<file path="src/rtl/tm_pkg.sv">
package tm_pkg;
    localparam int XLEN      = 64;
    localparam int TAG_W     = 2;
    localparam int WORD_W    = XLEN + TAG_W;
    localparam int INSTR_W   = 32;
    localparam int REG_IDX_W = 5;
    localparam int IMM_W     = 12;
    localparam int DW_SHIFT  = 3;
    localparam int WADDR_W   = XLEN - DW_SHIFT;

    localparam logic [6:0] OPC_TAGGED = 7'b1010111;
    localparam logic [6:0] OPC_LOAD   = 7'b0000011;
    localparam logic [6:0] OPC_STORE  = 7'b0100011;
    localparam logic [2:0] F3_TAGGED  = 3'b000;
    localparam logic [2:0] F3_DWORD   = 3'b011;

    localparam logic [TAG_W-1:0] TAG_PLAIN = 2'b00;
    localparam logic [TAG_W-1:0] TAG_SENS  = 2'b01;

    typedef enum logic [2:0] {
        OP_NONE, OP_TLOAD, OP_TSTORE, OP_LOAD, OP_STORE, OP_BAD
    } op_e;

    typedef enum logic [1:0] {
        CAUSE_NONE    = 2'd0,
        CAUSE_ALIGN   = 2'd1,
        CAUSE_TAG     = 2'd2,
        CAUSE_ILLEGAL = 2'd3
    } cause_e;

    typedef struct packed {
        op_e                  op;
        logic                 priv;
        logic [REG_IDX_W-1:0] rd;
        logic [XLEN-1:0]      imm;
    } dec_t;

    typedef struct packed {
        logic                 valid;
        op_e                  op;
        logic                 priv;
        logic [REG_IDX_W-1:0] rd;
        cause_e               cause;
    } stage_t;

    function automatic logic [XLEN-1:0] sext_imm(input logic [IMM_W-1:0] v);
        return {{(XLEN-IMM_W){v[IMM_W-1]}}, v};
    endfunction

    function automatic logic op_is_load(input op_e o);
        return (o == OP_TLOAD) || (o == OP_LOAD);
    endfunction

    function automatic logic op_is_store(input op_e o);
        return (o == OP_TSTORE) || (o == OP_STORE);
    endfunction
endpackage

</file>
<file path="src/rtl/tm_decode.sv">
module tm_decode
    import tm_pkg::*;
(
    input  logic                 valid_i,
    input  logic [INSTR_W-1:0]   instr_i,
    input  logic                 store_sel_i,
    input  logic                 priv_i,
    output logic [REG_IDX_W-1:0] rs1_idx_o,
    output logic [REG_IDX_W-1:0] rs2_idx_o,
    output dec_t                 dec_o
);
    logic [6:0] opc;
    logic [2:0] f3;
    op_e        op;

    assign opc       = instr_i[6:0];
    assign f3        = instr_i[14:12];
    assign rs1_idx_o = instr_i[19:15];
    assign rs2_idx_o = instr_i[24:20];

    always_comb begin
        op = OP_NONE;
        if (valid_i) begin
            if (opc == OPC_TAGGED && f3 == F3_TAGGED)
                op = store_sel_i ? OP_TSTORE : OP_TLOAD;
            else if (opc == OPC_LOAD && f3 == F3_DWORD)
                op = OP_LOAD;
            else if (opc == OPC_STORE && f3 == F3_DWORD)
                op = OP_STORE;
            else
                op = OP_BAD;
        end
    end

    always_comb begin
        dec_o.op   = op;
        dec_o.priv = priv_i;
        dec_o.rd   = instr_i[11:7];
        if (op_is_store(op))
            dec_o.imm = sext_imm({instr_i[31:25], instr_i[11:7]});
        else
            dec_o.imm = sext_imm(instr_i[31:20]);
    end
endmodule

</file>
<file path="src/rtl/tm_agu.sv">
module tm_agu
    import tm_pkg::*;
(
    input  logic [XLEN-1:0]    base_i,
    input  logic [XLEN-1:0]    offset_i,
    output logic [WADDR_W-1:0] waddr_o,
    output logic               misaligned_o
);
    logic [XLEN-1:0] ea;

    assign ea           = base_i + offset_i;
    assign waddr_o      = ea[XLEN-1:DW_SHIFT];
    assign misaligned_o = |ea[DW_SHIFT-1:0];
endmodule

</file>
<file path="src/rtl/tm_tagpolicy.sv">
module tm_tagpolicy
    import tm_pkg::*;
(
    input  op_e              st_op_i,
    input  logic             st_priv_i,
    output logic [TAG_W-1:0] st_tag_o,
    input  op_e              ld_op_i,
    input  logic             ld_priv_i,
    input  logic [TAG_W-1:0] ld_word_tag_i,
    output logic [TAG_W-1:0] ld_tag_o,
    output cause_e           ld_cause_o
);
    // Only a sensitive tagged store may raise the protection level.
    always_comb begin
        st_tag_o = TAG_PLAIN;
        if (st_op_i == OP_TSTORE && st_priv_i)
            st_tag_o = TAG_SENS;
    end

    // A sensitive tagged load demands a protected word; plain loads drop tags.
    always_comb begin
        ld_tag_o   = TAG_PLAIN;
        ld_cause_o = CAUSE_NONE;
        if (ld_op_i == OP_TLOAD) begin
            if (ld_priv_i && ld_word_tag_i != TAG_SENS)
                ld_cause_o = CAUSE_TAG;
            else
                ld_tag_o = ld_word_tag_i;
        end
    end
endmodule

</file>
<file path="src/rtl/tagmem_unit.sv">
module tagmem_unit
    import tm_pkg::*;
(
    input  logic                 clk_i,
    input  logic                 rst_i,
    input  logic                 valid_i,
    input  logic [INSTR_W-1:0]   instr_i,
    input  logic                 store_sel_i,
    input  logic                 priv_i,
    output logic [REG_IDX_W-1:0] rs1_idx_o,
    output logic [REG_IDX_W-1:0] rs2_idx_o,
    input  logic [XLEN-1:0]      rs1_val_i,
    input  logic [XLEN-1:0]      rs2_val_i,
    output logic                 mem_en_o,
    output logic                 mem_we_o,
    output logic [WADDR_W-1:0]   mem_addr_o,
    output logic [WORD_W-1:0]    mem_wdata_o,
    input  logic [WORD_W-1:0]    mem_rdata_i,
    output logic                 done_o,
    output logic                 wb_en_o,
    output logic [REG_IDX_W-1:0] wb_rd_o,
    output logic [XLEN-1:0]      wb_data_o,
    output logic [TAG_W-1:0]     wb_tag_o,
    output logic                 fault_o,
    output logic [1:0]           fault_cause_o
);
    dec_t             dec;
    logic             misaligned;
    logic             is_mem;
    cause_e           issue_cause;
    logic [TAG_W-1:0] st_tag;
    stage_t           s1;
    logic [TAG_W-1:0] ld_tag;
    cause_e           ld_cause;
    cause_e           fin_cause;

    tm_decode u_decode (
        .valid_i     (valid_i),
        .instr_i     (instr_i),
        .store_sel_i (store_sel_i),
        .priv_i      (priv_i),
        .rs1_idx_o   (rs1_idx_o),
        .rs2_idx_o   (rs2_idx_o),
        .dec_o       (dec)
    );

    tm_agu u_agu (
        .base_i       (rs1_val_i),
        .offset_i     (dec.imm),
        .waddr_o      (mem_addr_o),
        .misaligned_o (misaligned)
    );

    tm_tagpolicy u_policy (
        .st_op_i       (dec.op),
        .st_priv_i     (dec.priv),
        .st_tag_o      (st_tag),
        .ld_op_i       (s1.op),
        .ld_priv_i     (s1.priv),
        .ld_word_tag_i (mem_rdata_i[WORD_W-1:XLEN]),
        .ld_tag_o      (ld_tag),
        .ld_cause_o    (ld_cause)
    );

    // Issue stage: request goes out combinationally, faults block it.
    assign is_mem = op_is_load(dec.op) || op_is_store(dec.op);

    always_comb begin
        issue_cause = CAUSE_NONE;
        if (dec.op == OP_BAD)
            issue_cause = CAUSE_ILLEGAL;
        else if (is_mem && misaligned)
            issue_cause = CAUSE_ALIGN;
    end

    assign mem_en_o    = is_mem && !misaligned;
    assign mem_we_o    = op_is_store(dec.op) && !misaligned;
    assign mem_wdata_o = {st_tag, rs2_val_i};

    // Response stage: waits one cycle for the memory read data.
    always_ff @(posedge clk_i) begin
        if (rst_i) begin
            s1.valid <= 1'b0;
            s1.op    <= OP_NONE;
            s1.priv  <= 1'b0;
            s1.rd    <= '0;
            s1.cause <= CAUSE_NONE;
        end else begin
            s1.valid <= valid_i;
            s1.op    <= dec.op;
            s1.priv  <= dec.priv;
            s1.rd    <= dec.rd;
            s1.cause <= issue_cause;
        end
    end

    always_comb begin
        fin_cause = s1.cause;
        if (s1.cause == CAUSE_NONE && op_is_load(s1.op))
            fin_cause = ld_cause;
    end

    always_ff @(posedge clk_i) begin
        if (rst_i) begin
            done_o        <= 1'b0;
            wb_en_o       <= 1'b0;
            wb_rd_o       <= '0;
            wb_data_o     <= '0;
            wb_tag_o      <= TAG_PLAIN;
            fault_o       <= 1'b0;
            fault_cause_o <= CAUSE_NONE;
        end else begin
            done_o        <= s1.valid;
            wb_en_o       <= s1.valid && op_is_load(s1.op) &&
                             fin_cause == CAUSE_NONE && s1.rd != '0;
            wb_rd_o       <= s1.rd;
            wb_data_o     <= mem_rdata_i[XLEN-1:0];
            wb_tag_o      <= ld_tag;
            fault_o       <= s1.valid && fin_cause != CAUSE_NONE;
            fault_cause_o <= s1.valid ? fin_cause : CAUSE_NONE;
        end
    end

    assert_done_latency_R10: assert property (@(posedge clk_i) disable iff (rst_i)
        valid_i |-> ##2 done_o);

    assert_fault_blocks_wb_R5: assert property (@(posedge clk_i) disable iff (rst_i)
        fault_o |-> !wb_en_o);

    assert_x0_untouched_R11: assert property (@(posedge clk_i) disable iff (rst_i)
        wb_en_o |-> (done_o && wb_rd_o != '0));

    assert_store_tag_bound_R4: assert property (@(posedge clk_i) disable iff (rst_i)
        mem_we_o |-> !mem_wdata_o[WORD_W-1]);

    assert_write_needs_access_R8: assert property (@(posedge clk_i) disable iff (rst_i)
        mem_we_o |-> mem_en_o);

    assert_cause_flag_R12: assert property (@(posedge clk_i) disable iff (rst_i)
        fault_o == (fault_cause_o != 2'd0));
endmodule

</file>
<file path="config.mk">
export PLATFORM = sky130hd
export DESIGN_NAME = tagmem_unit
export DESIGN_NICKNAME = d
export VERILOG_FILES = /design/src/rtl/tm_pkg.sv /design/src/rtl/tm_decode.sv /design/src/rtl/tm_agu.sv /design/src/rtl/tm_tagpolicy.sv /design/src/rtl/tagmem_unit.sv
export SDC_FILE = /design/constraint.sdc
export NUM_CORES = 1
export LEC_CHECK = 0
export BUFFER_PORTS_ARGS = -buffer_cell sky130_fd_sc_hd__buf_2
export CORE_AREA = 10 10 166 168
export DETAILED_ROUTE_END_ITERATION = 10
export DIE_AREA = 0 0 176 178
export PLACE_DENSITY = 0.57
export SLEW_MARGIN = 0
export SYNTH_ARGS = -nofsm -noshare
export SYNTH_HDL_FRONTEND = slang
export SYNTH_SLANG_ARGS = --single-unit
</file>
<file path="constraint.sdc">
create_clock -name clk_i -period 4.4 [get_ports clk_i]
set_clock_uncertainty 0.2 [all_clocks]
set_input_delay 0.22 -clock clk_i [delete_from_list [all_inputs] [get_ports clk_i]]
set_output_delay 0.22 -clock clk_i [all_outputs]
set_load 0.01 [all_outputs]
</file>
# == Word level (Yosys, flattened, before mapping) ==
# Index checks and enable logic that the tools add are counted.
# word_totals
reg_bits,88
in_bits,231
elab_cells,65
# classes
n_addsub,1
n_eq_ne,12
mux,12
n_bitwise,2
reduce_logical,26
# op_table
operator,n
$add A64 B64 Y64,1
$logic_and A1 B1 Y1,13
$eq A3 B2 Y1 const B,4
$mux W2,5
$mux W3,3
$eq A7 B2 Y1 const B,1
$eq A7 B6 Y1 const B,1
$eq A7 B7 Y1 const B,1
$eq A3 B1 Y1 const B,2
$eq A3 B3 Y1 const B,2
$reduce_or A3 Y1,2
$mux W5,1
$reduce_bool A5 Y1,1
$logic_not A2 Y1,2
$logic_or A1 B1 Y1,4
$logic_not A3 Y1,1
$mux W1,3
$ne A2 B1 Y1 const B,1
$not A1 Y1,2
$reduce_bool A2 Y1,1
$reduce_or A2 Y1,1
$logic_not A1 Y1,1

# == Logic depth before layout (Yosys ltp) ==
# depth
word_depth,14
mapped_depth,21
ltp_nobuf,21

# == By module ==
# A second synthesis with hierarchy kept.
# hier_totals
hier_cells,959
hier_area_um2,7778.7
# modules_own_cells
module,instances,cells_per_inst,area_each_um2
tm_agu,1,585,3955.0
tagmem_unit,1,269,3007.9
tm_decode,1,95,743.2
tm_tagpolicy,1,10,72.6

# == Worst setup path before layout ==
# No wires, ideal clock.
# synth_path
kind,input -> output
from,input instr_i[14]
to,output mem_addr_o[57]
t_arrival_ns,4.230
setup_slack_ns,-0.250
cell_stages,20
path_cell_list,nor4bb_1 -> nand4_1 -> nor2_1 -> nand2_1 -> nand2_1 -> nand2_1 -> mux2_2 -> ha_1 -> inv_1 -> fa_1 -> nand2b_1 -> a211o_1 -> a211oi_1 -> o311ai_1 -> a311o_1 -> a211o_1 -> a21oi_1 -> a21oi_1 -> o21ai_0 -> xor2_1
# synth_between
elab_chain_cells,10
elab_cells_between_ends,14
classes_between,add/sub: 1; eq/ne: 3; mux: 5; reduce/logical: 5
# synth_rtl
item,line_no,source
"start, declared",tagmem_unit.sv:7,"input logic [INSTR_W-1:0] instr_i,"
$eq A3 B2 Y1,"tm_decode.sv:26, tm_decode.sv:28",
$logic_and A1 B1 Y1,tm_decode.sv:28,else if (opc == OPC_STORE && f3 == F3_DWORD)
$mux W1,tm_decode.sv:28,
$mux W3,tm_decode.sv:26,else if (opc == OPC_LOAD && f3 == F3_DWORD)
$mux W3 (*),tm_decode.sv:24,if (opc == OPC_TAGGED && f3 == F3_TAGGED)
$mux W3 (*),tm_decode.sv:23,if (valid_i) begin
$eq A3 B2 Y1 / $eq A3 B3 Y1 (equally long branches),tm_pkg.sv:55,return (o == OP_TSTORE) || (o == OP_STORE);
$logic_or A1 B1 Y1 (*),tm_pkg.sv:55,
$mux W5 (*),tm_decode.sv:39,if (op_is_store(op))
$add A64 B64 Y64 (*),tm_agu.sv:11,assign ea = base_i + offset_i;
"end, declared",tagmem_unit.sv:16,"output logic [WADDR_W-1:0] mem_addr_o,"
# Every way passes the cells marked *; elsewhere a longest branch is shown, timed or not.

# == Worst setup path in the final report ==
# layout_path
from,input instr_i[14]
to,output mem_addr_o[51]
# Same word-level chain as after synthesis.

==> key figures <==
Critical path
  – Worst Setup Path Type: in2out
  – Critical Path AT: 4350 ps
  – Reg2Reg Depth: 5
  – CP Capture Type: output port
  – Critical path fanouts, max: 3
  – Startpoint types: input port
  – WP data required: 3980 ps

Finish
  – Final instance area: 10300 µm²
  – Layout area overhead: 49.2%
  – Fill count: 2391
  – Layout cell share with drive strength beyond 1: 0.407
  – # nets final: 1507

Routing
  – DR DRC count: 0
  – Initial DRC Count: 332
  – Via count: 7470
  – Post-detailed-route via-to-cell ratio: 4.84
  – Final WL: 28100 µm
  – Antenna viol nets, final: 0
  – First-pass DRT Iterations: 6
  – Wire per inst: 18.2 µm

Place
  – PortBufs: 306
  – DP Worst Slack: -522 ps
  – Hpwl dp: 22000 µm
  – GP Congestion: 0.890
  – Placed Area: 8460 µm²

STA
  – Setup slack after layout: -373 ps
  – Final setup vio count: 33
  – Fmax: 0.210 GHz
  – Endpoints failing hold: 0
  – Setup TNS: -7400 ps
  – Worst relative slew slack: 0.567
  – Fin crit period: 4770 ps
  – Worst-Margin Slew: 650 ps
  – Unrepaired setup endpoints after global routing: true
  – Final Cycle Share: 1.08
  – Final Max Tran Viols: 0

Yosys
  – FFs w/ async S/R, synth: 0
  – Leading area contributor after synthesis: dfxtp_1
  – Post-synth EDFFs: 0
  – Sequential area share after synthesis: 0.254
  – Gate Count Post-Synth: 846
  – Ys flop type: dfxtp_1
  – Syn avg cell area: 8.19 µm²
  – Ys Warns: 0
  – Synth area leaders: dfxtp_1 (25%), ha_1 (11%), buf_4 (8.2%)
  – Most common cell in the netlist: dfxtp_1
  – Yosys top cell area share: 0.254
  – Synth top cells by count: dfxtp_1 (88), nor2b_1 (81), a21oi_1 (80), buf_4 (76), ha_1 (63)
  – #FFs+latches synth: 88
  – Synthesized Nets: 1141
  – Post-synthesis cell type count: 70
  – Synthesized cell area: 6930 µm²

GRT
  – Grt ovf: 0
  – First-pass GRT wire length: 42400 µm
  – Vias in the first global route: 7573
  – Pin count of the biggest net entering global routing: 65
  – GRT Total Usage: 0.168
  – Initial antenna violation count: 4

Power and ir drop
  – Worst vdd ir: 0.283 mV
  – Sequential Power Share: 0.300
  – Static leakage power: 0.00496 µW
  – Total Power: 2830 µW
  – Fraction of power consumed by the clock network: 0.252
  – Switching pwr: 1010 µW
  – Comb pwr share: 0.448
  – Pwr per Cell Area: 273 nW/µm²
  – Int Power: 1820 µW
  – Sw frac: 0.357

CTS
  – CTS tree: built
  – TritonCTS Buffers: 9
  – Clock sinks: 88
  – Worst skew pair latency: 330 ps
  – Htree depth: 3
  – CTS max path bufs: 2
  – Clk root buf: clkbuf_16
  – CTS clk-pin slew, worst paths: 70 ps

Hold path
  – Tightest Hold Check Type: in2reg
  – Hold Path Depth: 2

Run status
  – Run status: finished, violations left
  – Failing checks: setup timing

Floorplan
  – Total die area: 31300 µm²
  – Num ports: 446
  – Initial core utilization: 0.288
  – # rows: 57
  – Die H: 178 µm
  – Horiz. Die Dim: 176 µm
  – Core Footprint: 24100 µm²

Flow run
  – Max Cap Viol: 0
## state kept, by name, summed over array words and instances (netlist names)
register and cells:
wb_en_o 1, s1 12, fault_cause_o 2, done_o 1, wb_rd_o 5, wb_data_o 64
fault_o 1, wb_tag_o 2
## final timing paths
kind	slack [ps]	endpoint	from
setup / recovery	-370	mem_addr_o[51]	instr_i[14]
hold / removal	50	wb_data_o[52]	rst_i
setup reg to reg	3080	fault_o	s1[10]
hold reg to reg	240	wb_tag_o[1]	s1[7]
## metrics by stage
stage | hold WS, ps | util | cells
2_1_floorplan | 148 | - | 846
3_3_place_gp | 227 | 0.351 | 1412
3_5_place_dp | 228 | 0.351 | 1412
4_1_cts | 39.2 | 0.416 | 1536
5_1_grt | 52.4 | 0.429 | 1541
6_report | 50.7 | 0.429 | 1542
## cells by family (layout without fill, tap and decap cells)
logic type	count (synthesis)	after routing	synth area share
XOR/XNOR	61	61	0.0771
buffers and inverters	124	495	0.117
AO/OA/AOI/OAI	234	234	0.224
adder cells (fa/ha/maj)	64	64	0.117
AND/OR/NAND/NOR	269	269	0.203
flip-flops	88	88	0.254
other	1	2	0.000541
multiplexers	5	5	0.00812
## placed cells by master (no fill, tap or decap), types with 6 or more instances in the layout
| cell | count |
|---|---|
| nor3_1 | 9 |
| o21ai_0 | 29 |
| xor2_1 | 23 |
| o21bai_1 | 16 |
| buf_4 | 61 |
| a21o_2 | 6 |
| a21oi_2 | 8 |
| nand4_1 | 16 |
| xnor2_2 | 10 |
| xnor2_1 | 25 |
| a21oi_1 | 70 |
| dlygate4sd3_1 | 72 |
| clkbuf_16 | 9 |
| ha_1 | 58 |
| buf_6 | 25 |
| inv_1 | 18 |
| o21ai_2 | 6 |
| dfxtp_1 | 88 |
| a21o_1 | 30 |
| o21a_1 | 9 |
| a31oi_1 | 7 |
| nor2b_1 | 81 |
| nor2_1 | 46 |
| nand2_1 | 55 |
| nand3_1 | 15 |
| buf_2 | 302 |
## power by group through the flow
stage | Combinational [µW] | Clock (µW) | Sequential (µW)
floorplan | 684 | 0 | 883
global placement | 1070 | 0 | 864
detailed placement | 1070 | 0 | 865
CTS | 1200 | 733 | 847
global route | 1380 | 773 | 850
finish | 1270 | 713 | 847
## final cells by class
type / instances / area [µm²] / share of cell area
multi-input cells: 634 / 4840 / 0.469
repair buffers: 460 / 2970 / 0.287
flip-flops and latches: 88 / 1760 / 0.170
well taps: 324 / 405 / 0.0392
clock buffers: 10 / 229 / 0.0221
inverters: 19 / 71.3 / 0.00690
clock inverters: 6 / 52.6 / 0.00508
diodes: 1 / 2.50 / 0.000242
## worst max-delay path: stages
cell	delay [ps]
buf_6	100
nor4bb_4	350
nand4_1	200
inv_1	100
nand2_2	60
nand2_2	90
nand2_4	70
mux2_4	220
ha_4	130
inv_2	40
fa_2	330
nand2b_4	150
a211o_1	280
buf_4	140
buf_6	100
buf_6	110
a211o_1	280
a21oi_2	170
a21o_1	190
a31o_4	220
a31oi_4	120
o31a_1	300
xnor2_1	190
buf_2	170
## layer usage
layer | share of wire | global-route usage | vias up
li1 | - | - | 3644
met1 | 0.42 | 0.190 | 3458
met5 | 0.0013 | 0 | -
met4 | 0.018 | 0.0477 | 6
met2 | 0.48 | 0.291 | 332
met3 | 0.088 | 0.0611 | 30
## what timing repair did
action	CTS	global route
gates cloned	0	0
gates resized for setup	63	56
hold buffers	72	0
pin swaps	39	38
endpoints found under the hold margin	72	0
buffers inserted	36	12
setup endpoints to repair	31	41
(Power assumes the default switching activity.)
